**config.mk**
```make
export PLATFORM = sky130hd
export DESIGN_NAME = acq_bus_regs
export DESIGN_NICKNAME = d
export VERILOG_FILES = /design/src/rtl/acq_bus_pkg.sv /design/src/rtl/acq_line_sync.sv /design/src/rtl/acq_xfer_ctl.sv /design/src/rtl/acq_reg_bank.sv /design/src/rtl/acq_bus_regs.sv
export SDC_FILE = /design/constraint.sdc
export NUM_CORES = 1
export LEC_CHECK = 0
export ABC_AREA = 1
export ABC_CLOCK_PERIOD_IN_PS = 4750
export CORE_ASPECT_RATIO = 0.75
export CORE_MARGIN = 1.5
export CORE_UTILIZATION = 59
export CTS_BUF_LIST = sky130_fd_sc_hd__clkbuf_16
export DETAILED_ROUTE_END_ITERATION = 8
export GPL_TIMING_DRIVEN = 0
export PLACE_DENSITY = 0.9
export RECOVER_POWER = 50
export SYNTH_ARGS = -nofsm -noshare
export SYNTH_HDL_FRONTEND = slang
export SYNTH_SLANG_ARGS = --single-unit
```
**constraint.sdc**
```tcl
create_clock -name clk -period 4.75 [get_ports clk]
set_input_delay 0.95 -clock clk [delete_from_list [all_inputs] [get_ports clk]]
set_output_delay 0.95 -clock clk [all_outputs]
set_load 0.03 [all_outputs]
```
**src/rtl/acq_bus_pkg.sv**
```systemverilog
package acq_bus_pkg;

   // Transfer phases of the bus slave.
   typedef enum logic [2:0] {
      ST_IDLE,
      ST_ADDR,
      ST_ADDR_ACK,
      ST_WR_BYTE,
      ST_WR_ACK,
      ST_RD_BYTE,
      ST_RD_ACK,
      ST_IGNORE
   } xfer_st_t;

endpackage

```
**src/rtl/acq_line_sync.sv**
```systemverilog
// Two-line synchronizer with edge and bus-condition detection.
module acq_line_sync #(
   parameter int STAGES = 2
) (
   input  logic clk,
   input  logic rst_n,
   input  logic scl_i,
   input  logic sda_i,
   output logic scl_s,
   output logic sda_s,
   output logic scl_rise,
   output logic scl_fall,
   output logic bus_start,
   output logic bus_stop
);

   if (STAGES < 2) begin : g_bad_stages
      $error("acq_line_sync: STAGES must be at least 2");
   end

   logic [STAGES-1:0] scl_pipe;
   logic [STAGES-1:0] sda_pipe;
   logic              scl_q;
   logic              sda_q;

   // Idle bus is high, so the chain resets to ones.
   always_ff @(posedge clk or negedge rst_n) begin
      if (!rst_n) begin
         scl_pipe <= '1;
         sda_pipe <= '1;
         scl_q    <= 1'b1;
         sda_q    <= 1'b1;
      end else begin
         scl_pipe <= {scl_pipe[STAGES-2:0], scl_i};
         sda_pipe <= {sda_pipe[STAGES-2:0], sda_i};
         scl_q    <= scl_pipe[STAGES-1];
         sda_q    <= sda_pipe[STAGES-1];
      end
   end

   assign scl_s     = scl_pipe[STAGES-1];
   assign sda_s     = sda_pipe[STAGES-1];
   assign scl_rise  = scl_s & ~scl_q;
   assign scl_fall  = ~scl_s & scl_q;
   // Conditions only count while SCL is high on both samples.
   assign bus_start = scl_s & scl_q & sda_q & ~sda_s;
   assign bus_stop  = scl_s & scl_q & ~sda_q & sda_s;

endmodule

```
**src/rtl/acq_xfer_ctl.sv**
```systemverilog
// Transfer sequencer: address match, byte shifting, acknowledge, strobe.
module acq_xfer_ctl
   import acq_bus_pkg::*;
#(
   parameter int                 DATA_W     = 8,
   parameter int                 STRAP_W    = 3,
   parameter int                 FIXED_W    = 4,
   parameter logic [FIXED_W-1:0] ADDR_FIXED = 4'b1001
) (
   input  logic               clk,
   input  logic               rst_n,
   input  logic               scl_s,
   input  logic               sda_s,
   input  logic               scl_rise,
   input  logic               scl_fall,
   input  logic               bus_start,
   input  logic               bus_stop,
   input  logic [STRAP_W-1:0] strap,
   input  logic [DATA_W-1:0]  tx_data,
   output logic               sda_oe,
   output logic               conv_start,
   output logic               wr_ctrl_en,
   output logic               wr_dac_en,
   output logic [DATA_W-1:0]  wr_data
);

   localparam int CNT_W = $clog2(DATA_W + 1);
   localparam logic [CNT_W-1:0] BITS = CNT_W'(DATA_W);
   localparam logic [CNT_W-1:0] LAST = CNT_W'(DATA_W - 1);

   if (FIXED_W + STRAP_W + 1 != DATA_W) begin : g_bad_addr
      $error("acq_xfer_ctl: prefix + strap + direction bit must fill one byte");
   end

   xfer_st_t           st;
   logic [CNT_W-1:0]   bitcnt;
   logic [DATA_W-1:0]  shreg;
   logic               is_read;
   logic               first_wr;
   logic               mack;
   logic               addr_hit;

   assign addr_hit = (shreg[DATA_W-1:1] == {ADDR_FIXED, strap});
   assign wr_data  = shreg;

   always_ff @(posedge clk or negedge rst_n) begin
      if (!rst_n) begin
         st         <= ST_IDLE;
         bitcnt     <= '0;
         shreg      <= '0;
         is_read    <= 1'b0;
         first_wr   <= 1'b0;
         mack       <= 1'b0;
         sda_oe     <= 1'b0;
         conv_start <= 1'b0;
         wr_ctrl_en <= 1'b0;
         wr_dac_en  <= 1'b0;
      end else begin
         conv_start <= 1'b0;
         wr_ctrl_en <= 1'b0;
         wr_dac_en  <= 1'b0;
         if (bus_start) begin
            st     <= ST_ADDR;
            bitcnt <= '0;
            sda_oe <= 1'b0;
         end else if (bus_stop) begin
            st     <= ST_IDLE;
            sda_oe <= 1'b0;
         end else begin
            case (st)
               ST_ADDR: begin
                  if (scl_rise && bitcnt != BITS) begin
                     shreg  <= {shreg[DATA_W-2:0], sda_s};
                     bitcnt <= bitcnt + CNT_W'(1);
                  end else if (scl_fall && bitcnt == BITS) begin
                     if (addr_hit) begin
                        sda_oe  <= 1'b1;
                        is_read <= shreg[0];
                        st      <= ST_ADDR_ACK;
                     end else begin
                        st <= ST_IGNORE;
                     end
                  end
               end
               ST_ADDR_ACK: begin
                  if (scl_fall) begin
                     bitcnt <= '0;
                     if (is_read) begin
                        conv_start <= 1'b1;
                        shreg      <= tx_data;
                        sda_oe     <= ~tx_data[DATA_W-1];
                        st         <= ST_RD_BYTE;
                     end else begin
                        sda_oe   <= 1'b0;
                        first_wr <= 1'b1;
                        st       <= ST_WR_BYTE;
                     end
                  end
               end
               ST_WR_BYTE: begin
                  if (scl_rise && bitcnt != BITS) begin
                     shreg  <= {shreg[DATA_W-2:0], sda_s};
                     bitcnt <= bitcnt + CNT_W'(1);
                  end else if (scl_fall && bitcnt == BITS) begin
                     sda_oe     <= 1'b1;
                     wr_ctrl_en <= first_wr;
                     wr_dac_en  <= ~first_wr;
                     first_wr   <= 1'b0;
                     st         <= ST_WR_ACK;
                  end
               end
               ST_WR_ACK: begin
                  if (scl_fall) begin
                     sda_oe <= 1'b0;
                     bitcnt <= '0;
                     st     <= ST_WR_BYTE;
                  end
               end
               ST_RD_BYTE: begin
                  if (scl_fall) begin
                     if (bitcnt == LAST) begin
                        sda_oe <= 1'b0;
                        st     <= ST_RD_ACK;
                     end else begin
                        bitcnt <= bitcnt + CNT_W'(1);
                        shreg  <= {shreg[DATA_W-2:0], 1'b0};
                        sda_oe <= ~shreg[DATA_W-2];
                     end
                  end
               end
               ST_RD_ACK: begin
                  if (scl_rise) begin
                     mack <= ~sda_s;
                  end else if (scl_fall) begin
                     conv_start <= 1'b1;
                     bitcnt     <= '0;
                     if (mack) begin
                        shreg  <= tx_data;
                        sda_oe <= ~tx_data[DATA_W-1];
                        st     <= ST_RD_BYTE;
                     end else begin
                        st <= ST_IGNORE;
                     end
                  end
               end
               ST_IGNORE: begin
                  sda_oe <= 1'b0;
               end
               default: st <= ST_IDLE;
            endcase
         end
      end
   end

   AST_OE_SCL_LOW: assert property (@(posedge clk) disable iff (!rst_n)
      !$stable(sda_oe) |-> !scl_s);
   AST_STROBE_SINGLE: assert property (@(posedge clk) disable iff (!rst_n)
      conv_start |=> !conv_start);
   AST_STROBE_SCL_LOW: assert property (@(posedge clk) disable iff (!rst_n)
      conv_start |-> !scl_s);
   AST_STROBE_READ_ONLY: assert property (@(posedge clk) disable iff (!rst_n)
      conv_start |-> is_read);
   AST_RELEASED_WHEN_OFF: assert property (@(posedge clk) disable iff (!rst_n)
      (st == ST_IDLE || st == ST_IGNORE) |-> !sda_oe);

endmodule

```
**src/rtl/acq_reg_bank.sv**
```systemverilog
// Control, DAC and held-result registers.
module acq_reg_bank #(
   parameter int                DATA_W      = 8,
   parameter logic [DATA_W-1:0] RSVD_MASK   = 8'h88,
   parameter logic [DATA_W-1:0] RESULT_INIT = 8'h80
) (
   input  logic              clk,
   input  logic              rst_n,
   input  logic              wr_ctrl_en,
   input  logic              wr_dac_en,
   input  logic [DATA_W-1:0] wr_data,
   input  logic [DATA_W-1:0] res_data,
   input  logic              res_valid,
   output logic [DATA_W-1:0] ctrl,
   output logic [DATA_W-1:0] dac,
   output logic [DATA_W-1:0] held
);

   // Reserved control bits have no storage; live bits get a flop each.
   for (genvar i = 0; i < DATA_W; i++) begin : g_ctrl_bit
      if (RSVD_MASK[i]) begin : g_rsvd
         assign ctrl[i] = 1'b0;
      end else begin : g_live
         always_ff @(posedge clk or negedge rst_n) begin
            if (!rst_n)          ctrl[i] <= 1'b0;
            else if (wr_ctrl_en) ctrl[i] <= wr_data[i];
         end
      end
   end

   always_ff @(posedge clk or negedge rst_n) begin
      if (!rst_n)         dac <= '0;
      else if (wr_dac_en) dac <= wr_data;
   end

   always_ff @(posedge clk or negedge rst_n) begin
      if (!rst_n)         held <= RESULT_INIT;
      else if (res_valid) held <= res_data;
   end

   AST_ONE_TARGET: assert property (@(posedge clk) disable iff (!rst_n)
      !(wr_ctrl_en && wr_dac_en));
   AST_HELD_ON_VALID: assert property (@(posedge clk) disable iff (!rst_n)
      !$stable(held) |-> $past(res_valid));

endmodule

```
**src/rtl/acq_bus_regs.sv**
```systemverilog
// Top: serial register front-end for the converter core.
module acq_bus_regs #(
   parameter int                 DATA_W      = 8,
   parameter int                 STRAP_W     = 3,
   parameter int                 FIXED_W     = 4,
   parameter logic [FIXED_W-1:0] ADDR_FIXED  = 4'b1001,
   parameter int                 SYNC_STAGES = 2,
   parameter logic [DATA_W-1:0]  RSVD_MASK   = 8'h88,
   parameter logic [DATA_W-1:0]  RESULT_INIT = 8'h80
) (
   input  logic               clk,
   input  logic               rst_n,
   input  logic               scl_i,
   input  logic               sda_i,
   output logic               sda_oe_o,
   input  logic [STRAP_W-1:0] strap_i,
   output logic [DATA_W-1:0]  ctrl_o,
   output logic [DATA_W-1:0]  dac_o,
   input  logic [DATA_W-1:0]  res_data_i,
   input  logic               res_valid_i,
   output logic               conv_start_o
);

   logic              scl_s, sda_s, scl_rise, scl_fall, bus_start, bus_stop;
   logic              wr_ctrl_en, wr_dac_en;
   logic [DATA_W-1:0] wr_data, held;

   acq_line_sync #(.STAGES(SYNC_STAGES)) i_sync (
      .clk       (clk),
      .rst_n     (rst_n),
      .scl_i     (scl_i),
      .sda_i     (sda_i),
      .scl_s     (scl_s),
      .sda_s     (sda_s),
      .scl_rise  (scl_rise),
      .scl_fall  (scl_fall),
      .bus_start (bus_start),
      .bus_stop  (bus_stop)
   );

   acq_xfer_ctl #(
      .DATA_W     (DATA_W),
      .STRAP_W    (STRAP_W),
      .FIXED_W    (FIXED_W),
      .ADDR_FIXED (ADDR_FIXED)
   ) i_ctl (
      .clk        (clk),
      .rst_n      (rst_n),
      .scl_s      (scl_s),
      .sda_s      (sda_s),
      .scl_rise   (scl_rise),
      .scl_fall   (scl_fall),
      .bus_start  (bus_start),
      .bus_stop   (bus_stop),
      .strap      (strap_i),
      .tx_data    (held),
      .sda_oe     (sda_oe_o),
      .conv_start (conv_start_o),
      .wr_ctrl_en (wr_ctrl_en),
      .wr_dac_en  (wr_dac_en),
      .wr_data    (wr_data)
   );

   acq_reg_bank #(
      .DATA_W      (DATA_W),
      .RSVD_MASK   (RSVD_MASK),
      .RESULT_INIT (RESULT_INIT)
   ) i_regs (
      .clk        (clk),
      .rst_n      (rst_n),
      .wr_ctrl_en (wr_ctrl_en),
      .wr_dac_en  (wr_dac_en),
      .wr_data    (wr_data),
      .res_data   (res_data_i),
      .res_valid  (res_valid_i),
      .ctrl       (ctrl_o),
      .dac        (dac_o),
      .held       (held)
   );

   AST_CTRL_IN_ACK: assert property (@(posedge clk) disable iff (!rst_n)
      !$stable(ctrl_o) |-> sda_oe_o);
   AST_DAC_IN_ACK: assert property (@(posedge clk) disable iff (!rst_n)
      !$stable(dac_o) |-> sda_oe_o);

endmodule

```
==> flow_metrics.py, run 1 <==
metrics = {
    "synth": {
        "ys_top_cells_by_area": "dfrtp_1 42%, nand2_1 12%, dfstp_2 7.1%",
        "avgSynthCellArea_um2": 8.460,
        "synth_compound_area_share_pct": 12.03,
        "synth_top_family_by_area": "simple AND/OR/NAND/NOR gates",
        "yosys.area_share.xor_xnor_pct": 0,
        "netlist_area_mm2": 0.002589,
        "synth_top_area_cell": "dfrtp_1",
        "yosys.area_share.simple_pct": 25.76,
        "ys_seq_elements": 50,
        "synth.area.mux_share_pct": 4.350,
        "yosysSeqAreaShare_pct": 48.67,
        "synth_top_area_share_pct": 41.57,
        "synth_warnings": 0,
        "synthAdderAreaFrac_pct": 0.9667,
        "ys_types": 36,
        "syn_inst": 306,
    },
    "status": {
        "status": "finished, violations left",
        "violations": "max-capacitance violations, max-slew violations",
    },
    "cts": {
        "cts_resized": 0,
        "cts.sinks": 50,
        "numCtsBuffers": 5,
        "path_clk_slew_ps": 60,
        "clock_latency_ps": 290,
        "htreeDepth": 2,
        "cts_tree": "built",
        "cts.path.max_buffers": 2,
        "cts_root_buf": "clkbuf_16",
        "post_cts_buffers": 0,
        "postCtsHoldBufs": 0,
    },
    "power_and_ir_drop": {
        "seq_power_share_pct": 35.3,
        "p_leak_nw": 1.569,
        "internal-power_w": 0.0009776,
        "p_per_area_mw_per_mm2": 537.4,
        "peakVddDrop_mv": 0.3295,
        "p_switching_w": 0.0006947,
        "pwr-share-comb_pct": 44.3,
        "p_sw_share_pct": 41.54,
        "p_clk_share_pct": 20.5,
    },
    "timing": {
        "setup_tns_ps": 0,
        "grt_setup_unrepaired": "false",
        "slew_headroom_pct": -5.330,
        "finalMaxSlewViolations": 32,
        "fin_crit_ps": 2778,
        "fmax_mhz": 360.0,
        "finClkSkew_ps": 5.193,
        "max_slew.worst_pin.slew_ps": 1580,
        "finalHoldViolations": 0,
        "report.final.setup_viol": 0,
        "fin_crit_sh_pct": 58.47,
    },
    "floorplan": {
        "die_h_um": 60.37,
        "num_io_pins": 34,
        "initial_utilization_pct": 62.70,
        "die_x_um": 79.49,
        "die_area_mm2": 0.004798,
        "coreArea_mm2": 0.004129,
        "std_cell_rows": 20,
    },
    "drt": {
        "wirelength_um": 5515,
        "via_per_inst": 5.430,
        "drc": 0,
        "drt_iter0_markers": 122,
        "via_count": 2183,
        "dr.pass1.iters": 4,
        "post_drt_wl_per_cell_um": 13.72,
        "final_antenna_net_count": 0,
    },
    "placement": {
        "dpl.hpwl_um": 4208,
        "placed_cell_area_mm2": 0.002987,
        "port_buffers": 31,
        "gp_congestion": 0.9131,
    },
    "global_route": {
        "antenna_found_initial": 0,
        "grt_usage_pct": 25.87,
        "grt_max_degree": 32,
        "grt_pass1_wl_um": 9370,
        "overflow": 0,
        "grt_pass1_vias": 2060,
    },
    "critical_path": {
        "crit_path_frequent_cell": "clkbuf_1",
        "cp_top_family": "buffers and inverters",
        "start_kind": "input pin",
        "cp_slowest_stage_delay_ps": 1210,
        "critPathBufInv": 2,
        "cp_cell_sequence": "clkbuf_1 > clkbuf_1",
        "critPathMaxFanout": 31,
        "worst-setup-path-type": "in2async",
        "cpMaxStageDelayCell": "clkbuf_1",
        "required_ps": 4860,
        "worst_ep_arrival_time_ps": 2890,
        "cp-end-kind": "async pin",
    },
    "layout": {
        "final_common_cell": "nand2_1",
        "syn2layout_area_growth_pct": 20.20,
        "final_cell_mix": "86 x nand2_1, 43 x dfrtp_1, 30 x inv_1, 28 x clkdlybuf4s50_1, 27 x nor2_1",
        "multi_input_area_mm2": 0.001124,
        "n_fill_cell": 294,
        "regArea_mm2": 0.001260,
        "drive_above_1_share_pct": 17.00,
        "nNetsFinal": 364,
        "antennaDiodeCount": 0,
        "final_area_mm2": 0.003112,
    },
    "hold_path": {
        "min_path_type": "reg2reg",
    },
    "run": {
        "drv_cap": 1,
    },
}
## routing by layer
| metal | wire [um] | up-vias | track usage [%] |
|---|---|---|---|
| li1 | - | 1054 | - |
| met1 | 2485 | 1050 | 35.40 |
| met2 | 2592 | 70 | 42.49 |
| met3 | 353 | 9 | 5.263 |
| met4 | 85 | 0 | 8.020 |
| met5 | 0 | - | 0 |
## sequential cells by signal, summed over array words and instances, names as in the netlist, 2 cells and up
signal / count
i_ctl.st: 3
i_sync.sda_pipe: 2
i_regs.dac: 8
i_regs.held: 8
i_regs.ctrl: 6
i_ctl.wr_data: 8
i_sync.scl_pipe: 2
i_ctl.bitcnt: 4
## power by group through the flow
| stage | logic, W | registers [W] | clock network (W) |
|---|---|---|---|
| final | 0.000740 | 0.000590 | 0.000342 |
| after CTS | 0.000734 | 0.000588 | 0.000346 |
| after floorplan | 0.000559 | 0.000585 | 0 |
| after detailed placement | 0.000728 | 0.000596 | 0 |
| after global routing | 0.000827 | 0.000599 | 0.000364 |
| after global placement | 0.000703 | 0.000588 | 0 |
## final timing paths
path / depth (start not counted) / slack, ps / endpoint / startpoint
max reg2reg: 7 / 3050 / i_ctl.bitcnt[2] / i_sync.scl_q
min reg2reg: 0 / 360 / i_sync.scl_pipe[1] / i_sync.scl_pipe[0]
min: 0 / 360 / i_sync.scl_pipe[1] / i_sync.scl_pipe[0]
max: 2 / 1970 / i_ctl.st[2] / rst_n
min in group asynchronous: 1 / 790 / i_regs.held[4] / rst_n
max in group clk: 1 / 2460 / dac_o[1] / i_regs.dac[1]
## worst reg2reg max path: cells and delay by family, from the launching register on
family / cells / cell delay [ps]
simple gates: 7 / 970
flops: 1 / 620
## final cells by class
| type | instances | area share, % |
|---|---|---|
| plain buffers | 10 | 2.614 |
| clock buffers | 5 | 4.021 |
| clock inverters | 3 | 0.5629 |
| inverters | 34 | 4.101 |
| multi-input cells | 213 | 36.11 |
| flip-flops and latches | 50 | 40.49 |
| well taps | 55 | 2.212 |
| repair buffers | 32 | 9.891 |
## synthesized netlist by cell type
cell,n
nand2_1,86
dfrtp_1,43
inv_1,29
nor2_1,27
o21ai_0,21
a21oi_1,12
nand3_1,12
mux2_2,10
dfstp_2,7
o21ai_2,7
inv_2,4
nand2_2,4
nor2_2,4
a21oi_2,3
buf_4,3
clkbuf_1,3
nand2_4,3
nand3_2,3
buf_6,2
ha_1,2
nand4_1,2
nor2_4,2
nor3b_1,2
o21a_1,2
o21ai_1,2
a211oi_1,1
buf_12,1
buf_2,1
clkinv_1,1
conb_1,1
nand3b_1,1
nor3_1,1
nor4_1,1
o211ai_2,1
o21bai_1,1
o22ai_1,1
## through the flow
stage	utilization, %	hold slack (ps)	setup WS, ps	instances	power, W
global route	75.36	369.6	1350	402	0.001791
CTS	75.79	358.8	2458	402	0.001669
floorplan	-	345.2	3100	307	0.001144
finish	75.36	362.4	1972	402	0.001672
detailed placement	72.33	349.5	2471	394	0.001323
global placement	71.97	346.3	1385	393	0.001290
## cell families after synthesis
logic type               Yosys count
buffers and inverters             44
flip-flops                        50
AND/OR/NAND/NOR                  148
multiplexers                      10
other                              1
adder cells (fa/ha/maj)            2
AO/OA/AOI/OAI                     51
(Power assumes the default switching activity.)
==> inputs of run 2 (changes only) <==
- ABC_CLOCK_PERIOD_IN_PS: 4750 -> 2300
- CORE_UTILIZATION: 59 -> 49
- PLACE_DENSITY: 0.9 -> 0.8
- clock period: 4.75 -> 2.3 ns (I/O delays scaled with it)
==> run 2 against run 1 <==
The flow now finishes without violations. Flip-flop and latch count unchanged. Via count decreased by 3.0%. Register-to-register slack got worse by 2400 ps. Critical path depth decreased by 1. Setup slack got worse by 1500 ps. Clock power increased by 100%. Wire length decreased by 4.3%. Die area increased by 19%. Global-route usage decreased by 4.7 points. Power increased by 100%. Clock skew about the same. Highest routed layer unchanged.
==> flow_metrics.py, run 2 (synthesis gave the netlist of run 1 again) <==
metrics = {
    "timing": {
        "grt_setup_unrepaired": "false",
        "finClkSkew_ps": 5.025,
        "fmax_mhz": 561.1,
        "setup_tns_ps": 0,
        "finalHoldViolations": 0,
        "slew_headroom_pct": 23.85,
        "report.final.setup_viol": 0,
        "fin_crit_sh_pct": 77.48,
        "finalMaxSlewViolations": 0,
        "fin_crit_ps": 1782,
        "max_slew.worst_pin.slew_ps": 1142,
    },
    "placement": {
        "gp_congestion": 0.8952,
        "port_buffers": 31,
        "dpl.hpwl_um": 3956,
        "dp.cells": 411,
    },
    "layout": {
        "final_cell_mix": "86 x nand2_1, 43 x dfrtp_1, 32 x inv_1, 28 x clkdlybuf4s50_1, 27 x nor2_1",
        "layout.cells.non_filler": 419,
        "syn2layout_area_growth_pct": 20.83,
        "nNetsFinal": 364,
        "drive_above_1_share_pct": 17.00,
        "antennaDiodeCount": 0,
        "final_common_cell": "nand2_1",
    },
    "cts": {
        "path_clk_slew_ps": 60,
        "htreeDepth": 2,
        "cts.path.max_buffers": 2,
        "postCtsHoldBufs": 0,
        "numCtsBuffers": 5,
        "post_cts_buffers": 0,
        "cts_root_buf": "clkbuf_16",
        "clock_latency_ps": 290,
        "cts_tree": "built",
        "cts.sinks": 50,
        "cts_resized": 0,
    },
    "critical_path": {
        "cp_slowest_stage_delay_ps": 670,
        "critPathBufInv": 1,
        "required_ps": 1840,
        "reg2reg_depth": 9,
        "critPathMaxFanout": 2,
        "worst-setup-path-type": "reg2out",
        "worst_ep_arrival_time_ps": 1320,
        "cp_top_family": "buffers and inverters",
        "cpMaxStageDelayCell": "clkdlybuf4s50_1",
        "cp_cell_sequence": "clkdlybuf4s50_1",
        "cp_num_cells": 1,
        "reg2reg_slack_ps": 610,
        "cp-end-kind": "output pin",
        "start_kind": "flip-flop",
    },
    "floorplan": {
        "die_x_um": 86.93,
        "die_h_um": 65.95,
        "std_cell_rows": 22,
        "die_area_mm2": 0.005733,
        "num_io_pins": 34,
        "initial_utilization_pct": 51.96,
        "coreArea_mm2": 0.004982,
    },
    "drt": {
        "final_antenna_net_count": 0,
        "via_count": 2118,
        "via_per_inst": 5.055,
        "drt_iter0_markers": 118,
        "wirelength_um": 5280,
        "post_drt_wl_per_cell_um": 12.60,
        "dr.pass1.iters": 4,
        "drc": 0,
    },
    "global_route": {
        "grt_pass1_wl_um": 9280,
        "grt_max_degree": 30,
        "antenna_found_initial": 0,
        "grt_pass1_vias": 2000,
        "grt_usage_pct": 21.16,
        "overflow": 0,
    },
    "status": {
        "status": "finished, final reports clean",
    },
    "hold_path": {
        "whs_path_depth": 0,
        "min_path_type": "reg2reg",
    },
    "power_and_ir_drop": {
        "p_leak_nw": 1.575,
        "p_per_area_mw_per_mm2": 1090,
        "peakVddDrop_mv": 0.5625,
    },
    "run": {
        "drv_cap": 0,
    },
}
==> run 2: final timing paths <==
check,from,to
setup / recovery,i_regs.dac[3],dac_o[3]
hold / removal,i_sync.scl_pipe[0],i_sync.scl_pipe[1]
setup reg to reg,i_sync.scl_pipe[1],i_ctl.bitcnt[2]
hold reg to reg,i_sync.scl_pipe[0],i_sync.scl_pipe[1]
max in group asynchronous,rst_n,i_regs.ctrl[1]
min in group asynchronous,rst_n,i_regs.held[3]
==> run 2: per-layer routing <==
| metal | share of wire [%] | track usage [%] | vias up |
|---|---|---|---|
| li1 | - | - | 1053 |
| met1 | 49 | 31.05 | 1000 |
| met2 | 44 | 31.01 | 57 |
| met3 | 5.2 | 4.245 | 8 |
| met4 | 1.3 | 7.460 | 0 |
| met5 | 0 | 0 | - |
==> run 2: area by class of cell <==
| class | instances | area, um^2 |
|---|---|---|
| multi-input cells | 213 | 1124 |
| plain buffers | 10 | 81.33 |
| well taps | 72 | 90.09 |
| flip-flops and latches | 50 | 1260 |
| repair buffers | 32 | 309.0 |
| fillers | 450 | 1854 |
| clock buffers | 5 | 125.1 |
| clock inverters | 3 | 11.26 |
| inverters | 34 | 127.6 |
==> run 2: power by group <==
| part | switching (W) | internal, W | total (W) |
|---|---|---|---|
| combinational | 0.000944 | 0.000558 | 0.00150 |
| clock | 0.000302 | 0.000392 | 0.000694 |
| sequential | 0.000152 | 0.00106 | 0.00121 |
==> run 2: metrics by stage <==
step | area [um^2] | power (W) | setup slack, ps | hold slack [ps] | util (%)
3_5_place_dp | 3008 | 0.002716 | 505.7 | 349.1 | 60.37
5_1_grt | 3128 | 0.003687 | 263.2 | 364.3 | 62.78
4_1_cts | 3144 | 0.003419 | 515.9 | 150.0 | 63.11
2_1_floorplan | 2592 | 0.002363 | 818.6 | 164.4 | -
6_report | 3128 | 0.003411 | 517.9 | 361.5 | 62.78
3_3_place_gp | 2993 | 0.002669 | -598.3 | 346.8 | 60.07
==> run 2: worst reg2reg max path, stage by stage, from the launching register on <==
cell     delay [ps]
dfstp_1         590
inv_1           110
nor2_1          160
o21ai_1          90
nand2_1          80
a21oi_1          70
nor2_2          190
nand2_1         150
nand2_1          90
nand2_1          50
